<file path="config.mk">
export PLATFORM = sky130hd
export DESIGN_NAME = gpo_cmd_exec
export DESIGN_NICKNAME = d
export VERILOG_FILES = /design/src/rtl/gpo_cmd_pkg.sv /design/src/rtl/gpo_cmd_decode.sv /design/src/rtl/gpo_stage_reg.sv /design/src/rtl/gpo_wait_timer.sv /design/src/rtl/gpo_cmd_exec.sv
export SDC_FILE = /design/constraint.sdc
export NUM_CORES = 1
export LEC_CHECK = 0
export ABC_AREA = 1
export BUFFER_PORTS_ARGS = -buffer_cell sky130_fd_sc_hd__buf_2
export CAP_MARGIN = 20
export CORE_ASPECT_RATIO = 1.2
export CORE_MARGIN = 1
export CORE_UTILIZATION = 35
export DETAILED_ROUTE_END_ITERATION = 10
export MAX_ROUTING_LAYER = met4
export PLACE_DENSITY = 0.5
export SLEW_MARGIN = 10
export SYNTH_ARGS = -nofsm -noshare
export SYNTH_HDL_FRONTEND = slang
export SYNTH_SLANG_ARGS = --single-unit
</file>
<file path="constraint.sdc">
create_clock -name clk -period 4.7 [get_ports clk]
set_input_delay 0.47 -clock clk [delete_from_list [all_inputs] [get_ports clk]]
set_output_delay 0.47 -clock clk [all_outputs]
set_load 0.02 [all_outputs]
</file>
<file path="src/rtl/gpo_cmd_pkg.sv">
`timescale 1ns/1ps
// Shared definitions for the staged output executor: opcode values,
// field positions of the command word and the decoded command record.
package gpo_cmd_pkg;

    localparam int CMD_W   = 32;
    localparam int OPC_LSB = 28;
    localparam int OPC_W   = 4;
    localparam int ARG_W   = 16;

    typedef enum logic [OPC_W-1:0] {
        OPC_STAGE_LO = 4'h1,
        OPC_STAGE_HI = 4'h2,
        OPC_COMMIT   = 4'h3,
        OPC_DELAY    = 4'h4,
        OPC_NOP      = 4'h5
    } opc_e;

    typedef struct packed {
        logic             stage_lo;
        logic             stage_hi;
        logic             commit;
        logic             delay;
        logic             nop;
        logic [ARG_W-1:0] arg;
    } cmd_dec_t;

endpackage

</file>
<file path="src/rtl/gpo_cmd_decode.sv">
`timescale 1ns/1ps
// Command decoder: splits a command word into one-hot operation flags
// and the argument field. Assumes the opcode lives in the top nibble;
// unknown opcodes yield no flags, so they act as one-cycle no-effect words.
module gpo_cmd_decode
    import gpo_cmd_pkg::*;
(
    input  logic [CMD_W-1:0] cmd_data,
    output cmd_dec_t         dec
);

    logic [OPC_W-1:0]         opc;
    logic [OPC_LSB-ARG_W-1:0] unused_mid;

    assign opc        = cmd_data[OPC_LSB +: OPC_W];
    assign unused_mid = cmd_data[OPC_LSB-1:ARG_W];

    // Raise exactly one flag for a known opcode, none otherwise.
    always_comb begin
        dec          = '0;
        dec.arg      = cmd_data[ARG_W-1:0];
        dec.stage_lo = (opc == OPC_STAGE_LO);
        dec.stage_hi = (opc == OPC_STAGE_HI);
        dec.commit   = (opc == OPC_COMMIT);
        dec.delay    = (opc == OPC_DELAY);
        dec.nop      = (opc == OPC_NOP);
    end

endmodule

</file>
<file path="src/rtl/gpo_stage_reg.sv">
`timescale 1ns/1ps
// Double-buffered output register: two half-word writes fill a staging
// register, and a commit moves its low OUT_W bits to the outputs.
// Assumes at most one of the write/commit strobes is high per cycle.
module gpo_stage_reg #(
    parameter int STAGE_W = 32,
    parameter int OUT_W   = 19
) (
    input  logic               clk,
    input  logic               rst_n,
    input  logic               wr_lo,
    input  logic               wr_hi,
    input  logic               commit,
    input  logic [STAGE_W/2-1:0] arg,
    output logic [STAGE_W-1:0] staged,
    output logic [OUT_W-1:0]   gpo
);

    localparam int HALF_W = STAGE_W / 2;

    // Staging register: each half is written on its own strobe.
    always_ff @(posedge clk) begin
        if (!rst_n) begin
            staged <= '0;
        end else if (wr_lo) begin
            staged[HALF_W-1:0] <= arg;
        end else if (wr_hi) begin
            staged[STAGE_W-1:HALF_W] <= arg;
        end
    end

    // Output register: loads from staging only on commit.
    always_ff @(posedge clk) begin
        if (!rst_n) begin
            gpo <= '0;
        end else if (commit) begin
            gpo <= staged[OUT_W-1:0];
        end
    end

endmodule

</file>
<file path="src/rtl/gpo_wait_timer.sv">
`timescale 1ns/1ps
// Occupancy timer: on load it starts a countdown whose length matches the
// accepted command's execution time, and it reports busy until it runs out.
// Long waits use a unit counter that reloads a fine counter, so only one
// unit's worth of fine counter is needed. Assumes load only when not busy.
module gpo_wait_timer
    import gpo_cmd_pkg::*;
#(
    parameter int CLK_NS      = 10,
    parameter int STAGE_NS    = 30,
    parameter int COMMIT_NS   = 50,
    parameter int NOP_BASE_NS = 10,
    parameter int NOP_STEP_NS = 10,
    parameter int UNIT_NS     = 100000
) (
    input  logic     clk,
    input  logic     rst_n,
    input  logic     load,
    input  cmd_dec_t dec,
    output logic     busy
);

    localparam int STAGE_CYC    = (STAGE_NS    / CLK_NS < 1) ? 1 : STAGE_NS    / CLK_NS;
    localparam int COMMIT_CYC   = (COMMIT_NS   / CLK_NS < 1) ? 1 : COMMIT_NS   / CLK_NS;
    localparam int NOP_BASE_CYC = (NOP_BASE_NS / CLK_NS < 1) ? 1 : NOP_BASE_NS / CLK_NS;
    localparam int NOP_STEP_CYC = NOP_STEP_NS / CLK_NS;
    localparam int UNIT_CYC     = (UNIT_NS     / CLK_NS < 1) ? 1 : UNIT_NS     / CLK_NS;
    localparam int NOP_MAX      = NOP_BASE_CYC + ((1 << ARG_W) - 1) * NOP_STEP_CYC;
    localparam int MAX_A        = (UNIT_CYC > NOP_MAX) ? UNIT_CYC : NOP_MAX;
    localparam int MAX_B        = (STAGE_CYC > COMMIT_CYC) ? STAGE_CYC : COMMIT_CYC;
    localparam int FINE_MAX     = (MAX_A > MAX_B) ? MAX_A : MAX_B;
    localparam int FINE_W       = $clog2(FINE_MAX + 1);

    logic [FINE_W-1:0] fine_cnt, fine_ld;
    logic [ARG_W-1:0]  unit_cnt, unit_ld;
    logic [FINE_W-1:0] nop_len;

    // No-op length beyond the accepting cycle: base minus one plus steps.
    generate
        if (NOP_STEP_CYC == 0) begin : g_nop_flat
            assign nop_len = FINE_W'(NOP_BASE_CYC - 1);
        end else begin : g_nop_scaled
            assign nop_len = FINE_W'(NOP_BASE_CYC - 1)
                           + FINE_W'(dec.arg) * FINE_W'(NOP_STEP_CYC);
        end
    endgenerate

    // Select the countdown that matches the decoded command.
    always_comb begin
        fine_ld = '0;
        unit_ld = '0;
        if (dec.stage_lo || dec.stage_hi) begin
            fine_ld = FINE_W'(STAGE_CYC - 1);
        end else if (dec.commit) begin
            fine_ld = FINE_W'(COMMIT_CYC - 1);
        end else if (dec.nop) begin
            fine_ld = nop_len;
        end else if (dec.delay && (dec.arg != '0)) begin
            fine_ld = FINE_W'(UNIT_CYC - 1);
            unit_ld = dec.arg - 1'b1;
        end
    end

    // Count down fine cycles, reloading one unit at a time.
    always_ff @(posedge clk) begin
        if (!rst_n) begin
            fine_cnt <= '0;
            unit_cnt <= '0;
        end else if (load) begin
            fine_cnt <= fine_ld;
            unit_cnt <= unit_ld;
        end else if (fine_cnt != '0) begin
            fine_cnt <= fine_cnt - 1'b1;
        end else if (unit_cnt != '0) begin
            unit_cnt <= unit_cnt - 1'b1;
            fine_cnt <= FINE_W'(UNIT_CYC - 1);
        end
    end

    // Busy while any part of the countdown remains.
    assign busy = (fine_cnt != '0) || (unit_cnt != '0);

endmodule

</file>
<file path="src/rtl/gpo_cmd_exec.sv">
`timescale 1ns/1ps
// Command executor for a staged general-purpose output port and timed
// waits. Accepts one command per valid/ready handshake, applies staging or
// commit at the accepting edge, and holds ready low for the command's
// execution time. Assumes a clock of CLK_NS nanoseconds.
module gpo_cmd_exec
    import gpo_cmd_pkg::*;
#(
    parameter int OUT_W       = 19,
    parameter int STAGE_W     = 32,
    parameter int CLK_NS      = 10,
    parameter int STAGE_NS    = 30,
    parameter int COMMIT_NS   = 50,
    parameter int NOP_BASE_NS = 10,
    parameter int NOP_STEP_NS = 10,
    parameter int UNIT_NS     = 100000
) (
    input  logic             clk,
    input  logic             rst_n,
    input  logic             cmd_valid,
    input  logic [CMD_W-1:0] cmd_data,
    output logic             cmd_ready,
    output logic [OUT_W-1:0] gpo
);

    cmd_dec_t           dec;
    logic               accept;
    logic               busy;
    logic [STAGE_W-1:0] staged;

    // Handshake: a word is taken whenever the timer is idle.
    assign cmd_ready = !busy;
    assign accept    = cmd_valid && cmd_ready;

    gpo_cmd_decode u_decode (
        .cmd_data (cmd_data),
        .dec      (dec)
    );

    gpo_stage_reg #(
        .STAGE_W (STAGE_W),
        .OUT_W   (OUT_W)
    ) u_stage (
        .clk    (clk),
        .rst_n  (rst_n),
        .wr_lo  (accept && dec.stage_lo),
        .wr_hi  (accept && dec.stage_hi),
        .commit (accept && dec.commit),
        .arg    (dec.arg),
        .staged (staged),
        .gpo    (gpo)
    );

    gpo_wait_timer #(
        .CLK_NS      (CLK_NS),
        .STAGE_NS    (STAGE_NS),
        .COMMIT_NS   (COMMIT_NS),
        .NOP_BASE_NS (NOP_BASE_NS),
        .NOP_STEP_NS (NOP_STEP_NS),
        .UNIT_NS     (UNIT_NS)
    ) u_timer (
        .clk   (clk),
        .rst_n (rst_n),
        .load  (accept),
        .dec   (dec),
        .busy  (busy)
    );

endmodule

</file>
==> results.py, run 1 <==
metrics = {
    "timing": {
        "hold_viol": 0,
        "finalWorstSetupSlack_ns": 1.96,
        "max_freq_ghz": 0.365,
        "slew_viol_final": 0,
        "finalSetupViolCount": 0,
        "finalCritPeriodShare_pct": 58.3,
        "period_minus_slack_ns": 2.74,
        "skew_ns": 0.00772,
        "fin_tns_setup_ns": 0,
        "worst_pin_slew_ns": 0.885,
        "rsz0062_at_grt": "no",
        "max-slew-margin-rel_pct": 40.9,
    },
    "status": {
        "status": "complete, no violations",
    },
    "clock_network": {
        "cts_max_path_buffers": 2,
        "clock_sinks": 71,
        "clock_latency_ns": 0.33,
        "numCtsBuffers": 9,
        "cts_root_buf": "clkbuf_16",
        "cts_tree": "yes",
        "htreeDepth": 3,
        "post-cts-setup-buffers": 0,
        "cts_hold_buffers": 0,
        "clkTransAtPathRegs_ns": 0.06,
        "cts.repair.resized": 0,
    },
    "worst_setup_path": {
        "crit_type": "reg -> out",
        "start_kind": "flip-flop",
        "end_kind": "output pin",
        "timing.rr.start": "u_timer.unit_cnt[0]$_SDFFE_PN0P_",
        "r2r_cells": 10,
        "path_max_fanout": 5,
        "arrival_ns": 2.27,
        "r2r_end": "u_stage.staged[8]$_SDFFE_PN0N_",
        "r2r_slack_ns": 1.96,
        "crit_required_ns": 4.23,
    },
    "yosys": {
        "ys_warn_count": 0,
        "yosysMostFrequentCell": "nand2_1",
        "netlist.area_leader.share_pct": 33.9,
        "avgSynthCellArea_um2": 6.27,
        "async_flop_share_pct": 0,
        "synth_cell_type_count": 29,
        "syn_nets": 707,
        "yosys_most_used_dff": "dfxtp_1",
        "syn-instance-count": 668,
        "yosys-top-cells-count": "151 x nand2_1, 117 x nor2_1, 85 x nand3_1",
        "ys_seq_area_share_pct": 33.9,
        "synth-edff-count": 0,
        "synthesis.area_um2": 4190,
        "synthTopCellsByArea": "dfxtp_1 34%, nand2_1 14%, nor2_1 10%",
        "ys_ff_latch": 71,
        "yosys.area.top_type": "dfxtp_1",
    },
    "placement": {
        "place_area_um2": 4500,
        "routabilityCongestion": 0.838,
        "hpwlAfterDp_mm": 8.61,
        "io_buffers": 42,
        "place_ws_ns": 1.96,
    },
    "final_layout": {
        "regArea_um2": 1420,
        "multi_input_area_um2": 2410,
        "drive_above_1_share_pct": 10.8,
        "area_delta_synth_final_pct": 14.8,
        "fin_nets": 739,
        "n_antenna_cell": 0,
        "design_area_um2": 4810,
        "fill_cells": 1310,
    },
    "global_route": {
        "antenna_found_initial": 0,
        "grt_pass1_wl_mm": 19.9,
        "grt_pass1_vias": 4005,
        "grt_util_all_layers_pct": 21.4,
        "overflow": 0,
        "grt_max_degree": 59,
    },
    "routing": {
        "route.met2.wl_mm": 5.89,
        "drc": 0,
        "drt-total-wl_mm": 12.0,
        "via_per_inst": 4.86,
        "vias": 4192,
        "met1_length_mm": 5.57,
        "drtAntennaViolNets": 0,
        "met3_length_um": 357,
        "top_layer": "met4",
        "dr.pass1.iters": 4,
        "wl_per_cell_um": 13.9,
        "drtIter0Drc": 202,
    },
    "worst_hold_path": {
        "hold_class": "reg -> reg",
        "min_path_cells": 2,
        "hp-start": "u_stage.staged[10]$_SDFFE_PN0N_",
        "hold_end": "u_stage.staged[10]$_SDFFE_PN0N_",
    },
    "power": {
        "ir_drop_uv": 288,
        "powerDensity_nw_per_um2": 732,
        "total_power_uw": 3520,
        "leakagePower_uw": 0.00212,
    },
    "die": {
        "num_io_pins": 55,
        "dieWidth_um": 102,
        "dieArea_um2": 12400,
        "floorplan.initialDensity_pct": 36.1,
        "core-area_um2": 11600,
        "die_y_um": 122,
        "fp-row-count": 43,
    },
    "run": {
        "drv_cap": 0,
    },
}
[placed cells by master, fill, tap and decap left out, drive strengths merged]
cell type and count:
a211oi 1, a21oi 61, a31o 1, buf 47, bufinv 2, clkbuf 10, clkinv 3, clkinvlp 2
dfxtp 71, ha 4, inv 58, nand2 152, nand3 86, nand3b 4, nand4 9, nor2 122
nor3 7, o21ai 41, or2 1, xnor2 8, xor2 15
[stage by stage]
step / instances / util (%) / hold WS (ns)
floorplan: 668 / - / 0.440
global placement: 846 / 38.7 / 0.450
detailed placement: 846 / 38.7 / 0.457
CTS: 862 / 41.4 / 0.451
global route: 862 / 41.4 / 0.472
finish: 862 / 41.4 / 0.462
[per-layer routing]
metal	GRT usage, %	vias to the layer above
li1	-	2226
met1	26.4	1882
met2	35.3	67
met3	3.27	17
met4	7.41	0
met5	-	-
[where the power goes]
part	switching [µW]	total, µW	leakage, µW	internal [µW]
logic	1260	1960	0.00140	696
registers	115	844	0.000576	729
clock network	263	725	0.000148	463
total	1640	3520	0.00212	1890
[critical path, cell delays in order (launching register included)]
cell and delay (ns):
dfxtp_1 0.31, inv_1 0.10, ha_1 0.20, nand3_1 0.24, nor2_1 0.36, nand4_1 0.23
nor3_1 0.29, buf_2 0.22
[logic make-up after synthesis]
kind of cell,Yosys count,share of synthesized area [%]
XOR/XNOR,23,4.81
adder cells (fa/ha/maj),4,1.19
AND/OR/NAND/NOR,381,38.7
buffers and inverters,85,8.84
flip-flops,71,33.9
AO/OA/AOI/OAI,104,12.6
[sequential cells by signal, summed over array words and instances, names as in the netlist]
register and cells:
u_stage.gpo 19, u_timer.fine_cnt 17, u_timer.unit_cnt 16, u_stage.staged 19
[final cells by class]
| class | instances | area share [%] |
|---|---|---|
| multi-input cells | 512 | 50.1 |
| flip-flops and latches | 71 | 29.5 |
| repair buffers | 47 | 5.15 |
| clock buffers | 10 | 4.76 |
| inverters | 59 | 4.60 |
| well taps | 157 | 4.08 |
| clock inverters | 6 | 1.77 |
[how the worst max path moves through the flow]
stage               depth (start not counted)                             start                        endpoint  slack (ns)
global route                               10  u_timer.unit_cnt[0]$_SDFFE_PN0P_  u_stage.staged[2]$_SDFFE_PN0N_        1.71
finish                                      7  u_timer.unit_cnt[0]$_SDFFE_PN0P_                       cmd_ready        1.96
global placement                           10  u_timer.unit_cnt[0]$_SDFFE_PN0P_  u_stage.staged[1]$_SDFFE_PN0N_        1.99
floorplan                                   6  u_timer.unit_cnt[0]$_SDFFE_PN0P_                       cmd_ready        2.52
CTS                                         7  u_timer.unit_cnt[0]$_SDFFE_PN0P_                       cmd_ready        1.94
detailed placement                         10  u_timer.unit_cnt[0]$_SDFFE_PN0P_  u_stage.staged[4]$_SDFFE_PN0N_        1.96
Power figures use the tool's default switching activity.
==> run 2: changes to the inputs <==
--- a/config.mk
+++ b/config.mk
@@ -13,7 +13,7 @@
 export CORE_UTILIZATION = 35
 export DETAILED_ROUTE_END_ITERATION = 10
 export MAX_ROUTING_LAYER = met4
-export PLACE_DENSITY = 0.5
+export PLACE_DENSITY = 0.52
 export SLEW_MARGIN = 10
 export SYNTH_ARGS = -nofsm -noshare
 export SYNTH_HDL_FRONTEND = slang
==> constraint.sdc (replaced) <==
create_clock -name clk -period 2.2 [get_ports clk]
set_input_delay 0.22 -clock clk [delete_from_list [all_inputs] [get_ports clk]]
set_output_delay 0.22 -clock clk [all_outputs]
set_load 0.02 [all_outputs]
==> run 2 against run 1 <==
Effect of this change: critical endpoint unchanged; worst setup slack worse by 1.8 ns; power up 130%; routed wire length down 1.5%; worst hold slack worse by 0.26 ns; final cell count up 2.0%; flip-flop and latch count unchanged; clock power up 140%.
==> results.py, run 2 (same netlist as run 1, synthesis figures left out) <==
metrics = {
    "final_layout": {
        "drive_above_1_share_pct": 13.4,
        "area_delta_synth_final_pct": 20.6,
        "final_cell_mix": "151 x nand2_1, 116 x nor2_1, 84 x nand3_1",
        "fin_util_pct": 43.5,
        "reg_top3": "u_stage.gpo x19, u_stage.staged x19, u_timer.fine_cnt x17",
        "final_common_cell": "nand2_1",
        "fin_nets": 757,
        "n_antenna_cell": 0,
    },
    "global_route": {
        "grt_util_all_layers_pct": 21.2,
        "grt_pass1_vias": 3997,
        "grt_max_degree": 39,
        "overflow": 0,
        "antenna_found_initial": 0,
        "grt_pass1_wl_mm": 19.8,
    },
    "clock_network": {
        "htreeDepth": 3,
        "clock_sinks": 71,
        "cts_tree": "yes",
        "cts_max_path_buffers": 2,
        "clock_latency_ns": 0.34,
        "clkTransAtPathRegs_ns": 0.06,
        "cts_hold_buffers": 0,
        "cts_root_buf": "clkbuf_16",
        "numCtsBuffers": 9,
    },
    "worst_setup_path": {
        "crit_type": "reg -> out",
        "crit_top_cell": "buf_4",
        "cp_slowest_cell": "dfxtp_1",
        "path_max_fanout": 4,
        "r2r_slack_ns": 0.24,
        "max_stage_delay_ns": 0.31,
        "arrival_ns": 1.83,
        "crit_chain": "inv_1, ha_4, nand3_2, buf_4, nor2_2, nand4_1, nor3_2, buf_4",
        "crit_required_ns": 1.98,
        "start_kind": "flip-flop",
        "end_kind": "output pin",
    },
    "routing": {
        "via_per_inst": 4.91,
        "vias": 4315,
        "dr.pass1.iters": 4,
        "drtIter0Drc": 184,
        "drt-total-wl_mm": 11.8,
        "drtAntennaViolNets": 0,
        "wl_per_cell_um": 13.4,
        "drc": 0,
    },
    "power": {
        "ir_drop_uv": 648,
        "powerDensity_nw_per_um2": 1620,
        "p_int_uw": 4620,
        "netSwitchingFraction_pct": 43.7,
        "power_switching_uw": 3590,
        "p_seq_share_pct": 21.9,
        "power_frac_comb_pct": 56.6,
        "power_frac_clock_pct": 21.5,
        "leakagePower_uw": 0.00225,
    },
    "run": {
        "drv_cap": 0,
    },
    "timing": {
        "worst_pin_slew_ns": 0.606,
        "hold_viol": 0,
        "period_minus_slack_ns": 2.05,
        "finalSetupViolCount": 0,
        "slew_viol_final": 0,
        "skew_ns": 0.0111,
        "fin_tns_setup_ns": 0,
        "max_freq_ghz": 0.488,
        "max-slew-margin-rel_pct": 59.6,
        "finalCritPeriodShare_pct": 93.2,
    },
    "die": {
        "dieArea_um2": 12400,
        "floorplan.initialDensity_pct": 36.1,
        "num_io_pins": 55,
        "die_y_um": 122,
        "fp-row-count": 43,
        "core-area_um2": 11600,
        "dieWidth_um": 102,
    },
    "placement": {
        "hpwlAfterDp_mm": 8.81,
        "io_buffers": 42,
        "routabilityCongestion": 0.885,
    },
    "status": {
        "status": "complete, no violations",
    },
    "worst_hold_path": {
        "hold_class": "in -> reg",
    },
}
[run 2: through the flow]
step | area (µm²) | power [µW] | hold WS (ns) | worst slack [ns] | instances
floorplan | 4190 | 5180 | 0.362 | 0.139 | 668
global placement | 4640 | 6140 | 0.450 | 0.232 | 861
detailed placement | 4640 | 6150 | 0.458 | 0.235 | 861
CTS | 5030 | 8160 | 0.194 | 0.0327 | 878
global route | 5050 | 9070 | 0.211 | -0.0102 | 879
finish | 5050 | 8210 | 0.204 | 0.150 | 879
[run 2: timing repair]
| action | in CTS | in global routing |
|---|---|---|
| buffers inserted | 2 | 1 |
| pin swaps | 2 | 3 |
| gates resized for setup | 5 | 3 |
| endpoints found under the setup margin | 1 | 2 |
[run 2: path summary, 6_finish.rpt]
path	to	cells past startpoint	start
worst max-delay path	cmd_ready	8	u_timer.unit_cnt[0]$_SDFFE_PN0P_
worst min-delay path	u_stage.staged[2]$_SDFFE_PN0N_	3	cmd_data[2]
worst max register to register	u_timer.fine_cnt[4]$_SDFFE_PN0P_	9	u_timer.fine_cnt[1]$_SDFFE_PN0P_
worst min register to register	u_stage.staged[5]$_SDFFE_PN0N_	2	u_stage.staged[5]$_SDFFE_PN0N_
[run 2: area by class of cell]
type / instances / area [µm²]
tap: 157 / 196
multi-input combinational: 512 / 2430
sequential: 71 / 1420
clock buffer: 9 / 225
fill: 1248 / 6570
timing repair buffer: 65 / 423
clock inverter: 6 / 134
inverter: 59 / 224
[run 2: power by group through the flow]
stage	Clock, µW	Combinational (µW)	Sequential, µW
global route	1870	5360	1840
floorplan	0	3420	1760
detailed placement	0	4330	1820
global placement	0	4320	1820
CTS	1810	4550	1800
finish	1770	4640	1800
[run 2: worst max-delay path, delay by kind of cell, from the launching register on]
kind                     cells  cell delay, ns
AND/OR/NAND/NOR              4            0.55
buffers and inverters        3            0.46
flip-flops                   1            0.31
adder cells (fa/ha/maj)      1            0.16
[run 2: routing by layer]
metal	part of all wire (%)	global-route usage (%)
met4	1.9	7.77
met1	47	26.4
met2	48	33.7
met5	0	-
met3	3.6	4.30
==> run 3: changes to the inputs <==
==> constraint.sdc (replaced) <==
create_clock -name clk -period 2.2 [get_ports clk]
set_input_delay 0.11 -clock clk [delete_from_list [all_inputs] [get_ports clk]]
set_output_delay 0.11 -clock clk [all_outputs]
set_load 0.02 [all_outputs]
==> run 3 against run 2 <==
Effect of this change: largest cell class unchanged; count of clock-buffer cells in the layout grew 1; highest routed layer unchanged; non-clock buffer count shrank 2; sequential share of layout area grew 0.64 points; first-iteration DRC count grew 11%.
==> results.py, run 3 (same netlist as run 1, synthesis figures left out) <==
metrics = {
    "die": {
        "dieWidth_um": 102,
        "fp-row-count": 43,
        "die_y_um": 122,
        "core-area_um2": 11600,
        "floorplan.initialDensity_pct": 36.1,
        "num_io_pins": 55,
        "dieArea_um2": 12400,
    },
    "timing": {
        "hold_viol": 0,
        "max-slew-margin-rel_pct": 59.6,
        "fin_tns_setup_ns": 0,
        "rsz0062_at_grt": "no",
        "worst_pin_slew_ns": 0.603,
        "skew_ns": 0.00901,
        "finalSetupViolCount": 0,
        "period_minus_slack_ns": 2.04,
        "slew_viol_final": 0,
        "finalCritPeriodShare_pct": 92.6,
        "max_freq_ghz": 0.491,
    },
    "global_route": {
        "overflow": 0,
        "antenna_found_initial": 0,
        "grt_util_all_layers_pct": 21.3,
        "grt_max_degree": 39,
        "grt_pass1_wl_mm": 19.9,
        "grt_pass1_vias": 4017,
    },
    "final_layout": {
        "fill_cells": 1275,
        "reg_top3": "u_stage.gpo x19, u_stage.staged x19, u_timer.fine_cnt x17",
        "area_delta_synth_final_pct": 17.9,
        "fin_util_pct": 42.5,
        "final_common_cell": "nand2_1",
        "final_cell_mix": "151 x nand2_1, 116 x nor2_1, 84 x nand3_1",
        "fin_nets": 755,
        "n_antenna_cell": 0,
        "drive_above_1_share_pct": 13.3,
    },
    "worst_setup_path": {
        "crit_chain": "inv_2, ha_2, nand3_2, buf_4, nor2_2, nand4_1, nor3_2, buf_4",
        "crit_required_ns": 2.09,
        "max_stage_delay_ns": 0.32,
        "cp-endpoint": "cmd_ready",
        "arrival_ns": 1.93,
        "cp_slowest_cell": "dfxtp_1",
        "crit_type": "reg -> out",
        "cp.depth": 8,
        "start_kind": "flip-flop",
        "crit_start": "u_timer.unit_cnt[0]$_SDFFE_PN0P_",
        "r2r_cells": 10,
        "timing.rr.start": "u_timer.fine_cnt[1]$_SDFFE_PN0P_",
        "crit_top_cell": "buf_4",
        "crit_family": "simple AND/OR/NAND/NOR gates",
        "path_max_fanout": 4,
        "r2r_slack_ns": 0.21,
        "r2r_end": "u_stage.staged[18]$_SDFFE_PN0P_",
        "end_kind": "output pin",
        "cp.buffers_inverters": 3,
    },
    "routing": {
        "dr.pass1.iters": 5,
        "vias": 4346,
        "drc": 0,
        "drt-total-wl_mm": 12.0,
        "drtAntennaViolNets": 0,
        "wl_per_cell_um": 13.7,
        "via_per_inst": 4.95,
        "drtIter0Drc": 204,
    },
    "worst_hold_path": {
        "min_path_cells": 3,
        "hold_class": "in -> reg",
    },
    "power": {
        "leakagePower_uw": 0.00220,
        "total_power_uw": 7800,
        "p_seq_share_pct": 23.1,
        "power_frac_comb_pct": 58.0,
        "p_int_uw": 4180,
        "powerDensity_nw_per_um2": 1580,
        "netSwitchingFraction_pct": 46.4,
        "power_frac_clock_pct": 18.9,
        "ir_drop_uv": 662,
        "power_switching_uw": 3620,
    },
    "placement": {
        "routabilityCongestion": 0.872,
        "io_buffers": 42,
        "hpwlAfterDp_mm": 8.85,
    },
    "clock_network": {
        "cts_tree": "yes",
        "cts_max_path_buffers": 2,
        "clock_sinks": 71,
        "cts_root_buf": "clkbuf_16",
        "htreeDepth": 3,
        "clock_latency_ns": 0.34,
        "numCtsBuffers": 9,
        "clkTransAtPathRegs_ns": 0.06,
    },
    "run": {
        "drv_cap": 0,
    },
    "status": {
        "status": "complete, no violations",
    },
}
==> run 3: tightest hold or removal path, stage by stage <==
cell and delay [ns]:
buf_2 0.14, nand3_1 0.08, a21oi_1 0.06
==> run 3: worst min path at each step <==
stage	start	end	slack [ns]
2_1_floorplan	rst_n	u_timer.unit_cnt[0]$_SDFFE_PN0P_	0.25
5_1_grt	cmd_data[8]	u_stage.staged[8]$_SDFFE_PN0N_	0.09
3_3_place_gp	cmd_data[1]	u_stage.staged[1]$_SDFFE_PN0N_	0.44
4_1_cts	cmd_data[15]	u_stage.staged[15]$_SDFFE_PN0N_	0.08
6_report	cmd_data[15]	u_stage.staged[15]$_SDFFE_PN0N_	0.1
3_5_place_dp	cmd_data[8]	u_stage.staged[8]$_SDFFE_PN0N_	0.44
==> run 3: area by class of cell <==
type | count | area, µm² | share of cell area (%)
multi-input combinational | 512 | 2420 | 49.0
clock buffer | 10 | 229 | 4.63
inverter | 59 | 221 | 4.48
sequential | 71 | 1420 | 28.8
tap | 157 | 196 | 3.97
clock inverter | 6 | 70.1 | 1.42
timing repair buffer | 63 | 383 | 7.75
==> run 3: per-stage QoR <==
stage	area [µm²]	hold WS, ns	cells	setup WS [ns]
final	4940	0.0958	878	0.163
after global routing	4940	0.0937	878	0.0377
after CTS	4910	0.0820	876	0.00827
after detailed placement	4610	0.443	860	0.200
after global placement	4610	0.436	860	0.266
after floorplan	4190	0.252	668	0.139
==> run 3: per-layer routing <==
layer | share of wire, % | vias to the layer above | global-route usage (%)
li1 | - | 2264 | -
met1 | 47 | 1971 | 27.0
met2 | 48 | 97 | 34.4
met3 | 4.4 | 14 | 3.44
met4 | 1.4 | 0 | 7.32
met5 | 0 | - | -
==> run 3: repair_timing <==
action / CTS / global route
gates resized for setup: 0 / 6
endpoints found under the setup margin: 0 / 1
buffers inserted: 0 / 2
hold buffers: 0 / 0
==> run 3: power by group through the flow <==
stage          Clock (µW)  Sequential, µW  Combinational [µW]
2_1_floorplan           0            1760                3420
3_3_place_gp            0            1820                4300
3_5_place_dp            0            1820                4340
4_1_cts              1510            1800                4380
5_1_grt              1570            1840                5190
6_report             1470            1800                4530
